`config.mk`:
```
export PLATFORM = sky130hd
export DESIGN_NAME = rx_fifo_ctl
export DESIGN_NICKNAME = d
export VERILOG_FILES = /design/src/rtl/rxf_pkg.sv /design/src/rtl/rxf_ctrl.sv /design/src/rtl/rxf_store.sv /design/src/rtl/rxf_idle.sv /design/src/rtl/rx_fifo_ctl.sv
export SDC_FILE = /design/constraint.sdc
export NUM_CORES = 1
export LEC_CHECK = 0
export ABC_AREA = 1
export CAP_MARGIN = 20
export CORE_UTILIZATION = 63
export DETAILED_ROUTE_END_ITERATION = 10
export DONT_BUFFER_PORTS = 1
export PLACE_DENSITY = 0.91
export SYNTH_ARGS = -nofsm -noshare
export SYNTH_HDL_FRONTEND = slang
export SYNTH_HIERARCHICAL = 1
export SYNTH_SLANG_ARGS = --single-unit
```
`constraint.sdc`:
```
create_clock -name clk -period 3.7 [get_ports clk]
set_clock_uncertainty 0.2 [all_clocks]
set_input_delay 0 -clock clk [delete_from_list [all_inputs] [get_ports clk]]
set_output_delay 0 -clock clk [all_outputs]
set_load 0.1 [all_outputs]
```
`src/rtl/rxf_pkg.sv`:
```
package rxf_pkg;

  typedef enum logic [1:0] {
    TRIG_1  = 2'b00,
    TRIG_4  = 2'b01,
    TRIG_8  = 2'b10,
    TRIG_14 = 2'b11
  } trig_e;

  // Control byte layout, MSB first
  typedef struct packed {
    logic [1:0] trig;
    logic [1:0] rsvd;
    logic       dma;
    logic       tx_clr;
    logic       rx_clr;
    logic       en;
  } cfg_t;

  function automatic int trig_level(trig_e t);
    case (t)
      TRIG_1:  return 1;
      TRIG_4:  return 4;
      TRIG_8:  return 8;
      default: return 14;
    endcase
  endfunction

endpackage

```
`src/rtl/rxf_ctrl.sv`:
```
module rxf_ctrl
  import rxf_pkg::*;
(
  input  logic        clk,
  input  logic        rst_n,
  input  logic        wr,
  input  logic [7:0]  wdata,
  output logic        fifo_en,
  output logic        dma,
  output trig_e       trig,
  output logic        rx_flush,
  output logic        tx_flush
);

  cfg_t w;
  assign w = cfg_t'(wdata);

  logic unused_rsvd;
  assign unused_rsvd = ^w.rsvd;

  logic toggle, unlocked, tx_flush_d;

  // Fields other than the enable only load with enable set in the same write
  assign unlocked   = wr && w.en;
  assign toggle     = wr && (w.en != fifo_en);
  assign rx_flush   = toggle || (unlocked && w.rx_clr);
  assign tx_flush_d = toggle || (unlocked && w.tx_clr);

  always_ff @(posedge clk) begin
    if (!rst_n) begin
      fifo_en  <= 1'b0;
      dma      <= 1'b0;
      trig     <= TRIG_1;
      tx_flush <= 1'b0;
    end else begin
      tx_flush <= tx_flush_d;
      if (wr) fifo_en <= w.en;
      if (unlocked) begin
        trig <= trig_e'(w.trig);
        dma  <= w.dma;
      end
    end
  end

endmodule

```
`src/rtl/rxf_store.sv`:
```
module rxf_store #(
  parameter int DEPTH = 16,
  parameter int DW    = 8,
  localparam int PW   = (DEPTH > 1) ? $clog2(DEPTH) : 1,
  localparam int CW   = $clog2(DEPTH + 1)
) (
  input  logic          clk,
  input  logic          rst_n,
  input  logic          flush,
  input  logic          fifo_en,
  input  logic          push_valid,
  input  logic [DW-1:0] push_data,
  output logic          push_ready,
  input  logic          pop_ready,
  output logic          pop_valid,
  output logic [DW-1:0] pop_data,
  output logic [CW-1:0] count,
  output logic          push_fire,
  output logic          pop_fire,
  output logic          overrun
);

  logic [DW-1:0] mem [DEPTH];
  logic [PW-1:0] wp, rp;
  logic [CW-1:0] cap;
  logic          full;

  // Single-byte holding register when queued mode is off
  assign cap        = fifo_en ? CW'(DEPTH) : CW'(1);
  assign full       = (count >= cap);
  assign push_ready = !full;
  assign pop_valid  = (count != '0);
  assign push_fire  = push_valid && !full && !flush;
  assign pop_fire   = pop_ready && pop_valid && !flush;
  assign pop_data   = mem[rp];

  function automatic logic [PW-1:0] nxt(logic [PW-1:0] p);
    return (p == PW'(DEPTH - 1)) ? '0 : p + PW'(1);
  endfunction

  for (genvar i = 0; i < DEPTH; i++) begin : g_slot
    always_ff @(posedge clk) begin
      if (push_fire && (wp == PW'(i))) mem[i] <= push_data;
    end
  end

  always_ff @(posedge clk) begin
    if (!rst_n) begin
      wp      <= '0;
      rp      <= '0;
      count   <= '0;
      overrun <= 1'b0;
    end else begin
      overrun <= push_valid && full && !flush;
      if (flush) begin
        wp    <= '0;
        rp    <= '0;
        count <= '0;
      end else begin
        if (push_fire) wp <= nxt(wp);
        if (pop_fire)  rp <= nxt(rp);
        case ({push_fire, pop_fire})
          2'b10:   count <= count + CW'(1);
          2'b01:   count <= count - CW'(1);
          default: count <= count;
        endcase
      end
    end
  end

endmodule

```
`src/rtl/rxf_idle.sv`:
```
module rxf_idle #(
  parameter int CHARS = 4,
  localparam int NW   = $clog2(CHARS + 1)
) (
  input  logic clk,
  input  logic rst_n,
  input  logic arm,
  input  logic activity,
  input  logic pop_fire,
  input  logic flush,
  input  logic tick,
  output logic timeout
);

  logic [NW-1:0] cnt;
  logic          last;

  assign last = (cnt == NW'(CHARS - 1));

  always_ff @(posedge clk) begin
    if (!rst_n) begin
      cnt     <= '0;
      timeout <= 1'b0;
    end else begin
      if (!arm || activity || flush)
        cnt <= '0;
      else if (tick && !last)
        cnt <= cnt + NW'(1);

      if (flush || pop_fire)
        timeout <= 1'b0;
      else if (arm && tick && !activity && last)
        timeout <= 1'b1;
    end
  end

endmodule

```
`src/rtl/rx_fifo_ctl.sv`:
```
module rx_fifo_ctl
  import rxf_pkg::*;
#(
  parameter int DEPTH    = 16,
  parameter int DW       = 8,
  parameter int TO_CHARS = 4
) (
  input  logic          clk,
  input  logic          rst_n,
  input  logic          cfg_wr,
  input  logic [7:0]    cfg_wdata,
  input  logic          in_valid,
  output logic          in_ready,
  input  logic [DW-1:0] in_data,
  output logic          out_valid,
  input  logic          out_ready,
  output logic [DW-1:0] out_data,
  input  logic          char_tick,
  output logic          data_avail,
  output logic          char_timeout,
  output logic          fifo_enabled,
  output logic          dma_mode,
  output logic          tx_flush,
  output logic          overrun
);

  localparam int CW = $clog2(DEPTH + 1);

  trig_e         trig;
  logic          rx_flush, push_fire, pop_fire;
  logic [CW-1:0] count;
  int            level;

  rxf_ctrl u_ctrl (
    .clk      (clk),
    .rst_n    (rst_n),
    .wr       (cfg_wr),
    .wdata    (cfg_wdata),
    .fifo_en  (fifo_enabled),
    .dma      (dma_mode),
    .trig     (trig),
    .rx_flush (rx_flush),
    .tx_flush (tx_flush)
  );

  rxf_store #(.DEPTH(DEPTH), .DW(DW)) u_store (
    .clk        (clk),
    .rst_n      (rst_n),
    .flush      (rx_flush),
    .fifo_en    (fifo_enabled),
    .push_valid (in_valid),
    .push_data  (in_data),
    .push_ready (in_ready),
    .pop_ready  (out_ready),
    .pop_valid  (out_valid),
    .pop_data   (out_data),
    .count      (count),
    .push_fire  (push_fire),
    .pop_fire   (pop_fire),
    .overrun    (overrun)
  );

  rxf_idle #(.CHARS(TO_CHARS)) u_idle (
    .clk      (clk),
    .rst_n    (rst_n),
    .arm      (fifo_enabled && out_valid),
    .activity (push_fire || pop_fire),
    .pop_fire (pop_fire),
    .flush    (rx_flush),
    .tick     (char_tick),
    .timeout  (char_timeout)
  );

  assign level      = fifo_enabled ? trig_level(trig) : 1;
  assign data_avail = (int'(count) >= level);

endmodule

```
# Word level (Yosys, flattened, before mapping)
# Memories as Yosys holds them, arrays and structs flattened. A register that Yosys moved wholly into a read port is not among the register bits.
# Index checks and enable logic that the tools add are counted.
# word_totals
reg_bits	23
mem_bits_rw	128
inputBits	22
out_inout_bits	16
word_cells	190
mem_count	1
# op_classes
add_sub_neg	5
order_cmp	2
n_eq_ne	22
muxes	85
n_bitwise	1
n_reduce_logical	64
# mem_list
name	depth	word_bits	read_ports	rd_ports_with_merged_regs	write_ports	line	rtl
u_store.mem	16	8	1	1	1	rxf_store.sv:23	logic [DW-1:0] mem [DEPTH];
# op_table
operator	n
$mux 8	15
$reduce_or 8->1	15
$mux 4	19
$mux 1	47
$eq 4x4->1 const B	9
$ge 6x32->1	1
$mux 32	1
$logic_and 1x1->1	31
$eq 4x3->1 const B	4
$pmux 4 s3	1
$pmux 5 s2	1
$add 4x1->4 const B	2
$eq 4x2->1 const B	2
$logic_or 1x1->1	6
$reduce_or 2->1	3
$add 5x1->5 const B	1
$ge 5x5->1	1
$logic_not 1->1	5
$mux 5	1
$reduce_bool 5->1	1
$sub 5x1->5 const B	1
$eq 2x1->1 const B	2
$eq 2x2->1 const B	2
$eq 4x1->1 const B	1
7 further kinds	7

# Logic depth before layout (Yosys ltp)
# logic_depth
depth_word	24
ltp_mapped	22
mapped_depth_nobuf	20

# Hierarchy
# Netlist, hierarchy kept.
# modules_own_cells
module	n_inst	cells_per_inst	area_per_inst_um2
rxf_store	1	588	6383.6
rxf_idle	1	34	224.0
rxf_ctrl	1	32	211.5
rx_fifo_ctl	1	25	133.9

# Worst setup path before layout
# OpenSTA, ideal clock, no wires.
# synth_path
kind	reg2reg
start	register u_ctrl.fifo_en
end	register u_store.overrun
arrival_ns	3.266
slack_ns	0.030
stages_incl_launch_ff	7
n_path_buf	0
cell_sequence	dfxtp_1 inv_1 ha_1 nor2_1 nand2_2 a21oi_1 nor3_1
# synth_via
elab_chain_cells	5
word_cells_on_any_way	8
classes_between	order compare: 1; eq/ne: 1; mux: 1; reduce/logical: 5
# synth_rtl
element	line	rtl
start: declaration	rxf_ctrl.sv:8	output logic fifo_en,
start signal: assignment	rxf_ctrl.sv:37	if (wr) fifo_en <= w.en;
parallel branches: the longest is 4 deep, another holds $ge 5x5->1	-	
$logic_and 1x1->1 (*)	rxf_store.sv:54	overrun <= push_valid && full && !flush;
end signal: assignment	rxf_store.sv:54	
end: declaration	rxf_store.sv:20	output logic overrun
# Mark *: on every way between the ends.
# A chain may end at the register's enable or synchronous reset.

# Worst setup path in the final report
# layout_path
start	register u_ctrl.fifo_en
end	register u_store.count[4]
# layout_via
elab_chain_cells	7
word_cells_on_any_way	15
classes_between	order compare: 1; eq/ne: 3; mux: 2; reduce/logical: 9
# layout_rtl
element	line	rtl
$ne 1x1->1 (*)	rxf_ctrl.sv:25	assign toggle = wr && (w.en != fifo_en);
$logic_and 1x1->1 (*)	rxf_ctrl.sv:25	
$logic_or 1x1->1 (*)	rxf_ctrl.sv:26	assign rx_flush = toggle || (unlocked && w.rx_clr);
net rx_flush	rx_fifo_ctl.sv:30	logic rx_flush, push_fire, pop_fire;
$logic_not 1->1 (*)	rxf_store.sv:34	assign pop_fire = pop_ready && pop_valid && !flush;
$logic_and 1x1->1 (*)	rxf_store.sv:34	
net pop_fire	rx_fifo_ctl.sv:30	
$eq 2x1->1 / $eq 2x2->1 (equally long branches)	rxf_store.sv:62	case ({push_fire, pop_fire})
$pmux 5 s2 / $reduce_bool 2->1 (equally long branches)	-	
end signal: assignment	rxf_store.sv:63	2'b10: count <= count + CW'(1);
end signal: assignment	rxf_store.sv:64	2'b01: count <= count - CW'(1);
end signal: assignment	rxf_store.sv:65	default: count <= count;
end: declaration	rxf_store.sv:17	output logic [CW-1:0] count,
# The timed path passes the listed nets; every way through them passes the cells marked *.

==> summary.txt <==
Critical path
  • Crit-path slowest cell: dlygate4sd3_1
  • Setup crit end kind: flop
  • Startpoint Class: flop
  • Worst EP required: 3.92 ns
  • Slowest stage delay, CP: 0.57 ns
  • Most used cell, CP: nand2_1
  • CP Cell Sequence: nand2_1, o21ai_0, dlygate4sd3_1, inv_1, nor2_2, nand2_1, inv_1, ha_2, nand2_1, inv_1, nor2_1, ha_1, inv_1, nand2_1, nand3_1, nand2_1, nand2_1, nand3_1, nand2_1, inv_1
  • Crit path DAT: 3.71 ns
  • FF-to-FF path depth: 20
  • Crit Path Max Fanout: 9
  • Critical path type: reg -> reg

Place
  • Post-DP HPWL: 9903 microns
  • IO buf count: 0
  • Inst Count DP: 804
  • RePlAce Congestion: 0.7948

Global routing
  • Initial antenna violation count: 0
  • GRT Overall Usage: 30.83%
  • First-pass GRT wire length: 25950 microns
  • Vias in the first global route: 5132
  • Largest net degree at the start of global routing: 119
  • Total congestion overflow: 0

Power and ir drop
  • Maximum VDD drop: 0.7665 mV
  • Leak: 0.003128 uW
  • PwrDens: 664.2 mW/mm^2

Finish
  • Final Net Count: 754
  • Fillers: 609
  • # diodes: 0
  • Area growth from synthesis to final layout: 14.76%
  • Fin util: 75.93%
  • Share of cells above drive strength 1: 9.191%
  • Filler-free cell count of the finished design: 865

Detailed routing
  • DR WL/cell: 19.37 microns
  • # DRC: 0
  • Number of DRC markers in iteration 0: 630
  • DR vias/cell: 5.964
  • Antenna Violating Nets Remaining: 0
  • 1st-pass router iterations: 6
  • Wirelength, routed: 16750 microns
  • Via Count: 5159

Yosys
  • Ranking of synthesized cells by area: edfxtp_1 (55%), dfxtp_1 (7.8%), inv_1 (6.5%)
  • Post-synthesis sequential area ratio: 63.06%
  • Synth Flop Type: edfxtp_1
  • Most common cell in the netlist: edfxtp_1
  • Post-synthesis register bit count: 155
  • Syn Area/Cell: 10.24 sq um
  • Yosys top cell area share: 55.28%
  • Mapped Area: 0.006953 sq mm
  • EDFF count, synth: 128
  • Leading area contributor after synthesis: edfxtp_1
  • Post-synth top cells: edfxtp_1 (128), inv_1 (121), nand2_1 (111), nand3_1 (64), a21oi_1 (42)
  • Syn nets: 717
  • Syn Inst Count: 679
  • Cell variety after synth: 30
  • Synth warnings: 6
  • Post-synth ARST share: 0%

Clocking
  • H-tree levels: 4
  • CTS root buffer: clkbuf_8
  • CTS sink count: 155
  • Reg clk slew, reported paths: 0.06 ns
  • Clock Tree Buf Depth: 2
  • Number of buffers created by CTS: 17
  • # Post-CTS Setup Buffers: 0
  • Clock Latency Late Sink: 0.52 ns
  • CTS tree: done

STA
  • Final hold violation count: 0
  • Tmin final: 3.491 ns
  • Final setup viols: 0
  • Fmax: 0.2865 GHz
  • Share of the clock period used by the worst path: 94.35%
  • Pins Over Slew Limit: 0
  • Worst slew pin tran: 1.010 ns
  • Slew margin rel.: 32.61%

Die
  • Initial core utilization: 66.16%
  • Total I/O pin count: 38
  • # rows: 37
  • Die W: 107.1 microns
  • DIE AREA: 0.01146 sq mm
  • Die Height: 107.1 microns
  • Total core area: 0.01051 sq mm

Hold path
  • Worst hold stages: 3
  • Class of the worst hold path: in -> reg

Job
  • Maxcap violations: 0

Status
  • Status: complete, no violations
==> per-stage QoR <==
step	hold slack [ns]	total power (uW)	TNS, ns	area (sq um)	setup WS (ns)
2_1_floorplan	-0.1011	3357	0	6953	0.03013
3_3_place_gp	-0.1002	3529	0	7123	0.8014
3_5_place_dp	-0.1002	3615	0	7123	0.5935
4_1_cts	0.01722	5277	0	7970	0.1041
5_1_grt	0.08238	5487	-0.01915	7979	-0.01915
6_report	0.08296	5299	0	7979	0.2092
==> worst paths after layout <==
check	startpoint	to	slack (ns)
setup / recovery	u_ctrl/fifo_en	u_store/count[4]	0.21
hold reg to reg	u_idle/cnt[1]	u_idle/cnt[1]	0.30
hold / removal	in_valid	u_store/overrun	0.08
setup reg to reg	u_ctrl/fifo_en	u_store/count[4]	0.21
==> area by class of cell <==
type / count / area [sq um] / area share [%]
clock buffer: 18 / 417.9 / 5.238
clock inverter: 14 / 138.9 / 1.741
inverter: 123 / 461.7 / 5.786
multi-input combinational: 374 / 1977 / 24.78
sequential: 155 / 4390 / 55.03
tap: 136 / 170.2 / 2.133
timing repair buffer: 45 / 422.9 / 5.300
==> placed cells by master, fill, tap and decap left out, types with 2 or more instances in the layout <==
cell           Yosys  layout
dlygate4sd3_1      0      29
o211ai_1          32      32
clkinvlp_4         0       3
nand2_2            3       3
nand4_1            6       6
nand3_1           64      64
inv_6              0       5
nor2_1            34      32
clkinv_4           0       2
buf_4              1      15
ha_1              16      15
a21oi_2            1       2
nor3_2             3       3
dfxtp_1           27      24
o21ai_0           41      41
dfxtp_2            0       2
a21oi_1           42      41
inv_1            121     121
nor3_1            10      10
nor2_2             2       4
edfxtp_1         128     128
inv_2              2       2
xor2_1             2       2
clkbuf_16          0      16
nand2_1          111     111
==> report_power, final <==
group / switching [uW] / internal (uW)
sequential: 84.6 / 1970
clock: 723 / 906
combinational: 1250 / 364
total: 2060 / 3240
==> repair_timing <==
action | CTS | global route
gates resized for setup | 0 | 4
setup endpoints to repair | 0 | 3
hold buffers | 29 | 0
hold endpoints to repair | 155 | 0
==> layer usage <==
layer / wire length [microns] / track usage (%)
met5: 0 / 0
met4: 444 / 13.80
met3: 1517 / 6.444
met2: 8789 / 54.47
met1: 5999 / 36.15
==> logic make-up after synthesis <==
family / share of synthesized area, %
AND/OR/NAND/NOR: 15.35
XOR/XNOR: 0.3780
AO/OA/AOI/OAI: 9.664
adder cells (fa/ha/maj): 2.879
buffers and inverters: 8.674
flip-flops: 63.06
==> critical path: cells and delay by family, from the launching register on <==
kind                       cells  cell delay (ns)
buffers and inverters          6             1.05
AOI/OAI and AO/OA              1             0.14
adders and majority gates      2             0.47
and+or+nand+nor               11             1.13
DFF                            1             0.41
==> registers in the layout (all words and copies together) (netlist names), 2 cells and up, named ones only <==
register       count
u_store/mem      128
u_store/count      5
u_store/rp         4
u_store/wp         4
u_idle/cnt         3
u_ctrl/trig        2
(Power assumes the default switching activity.)
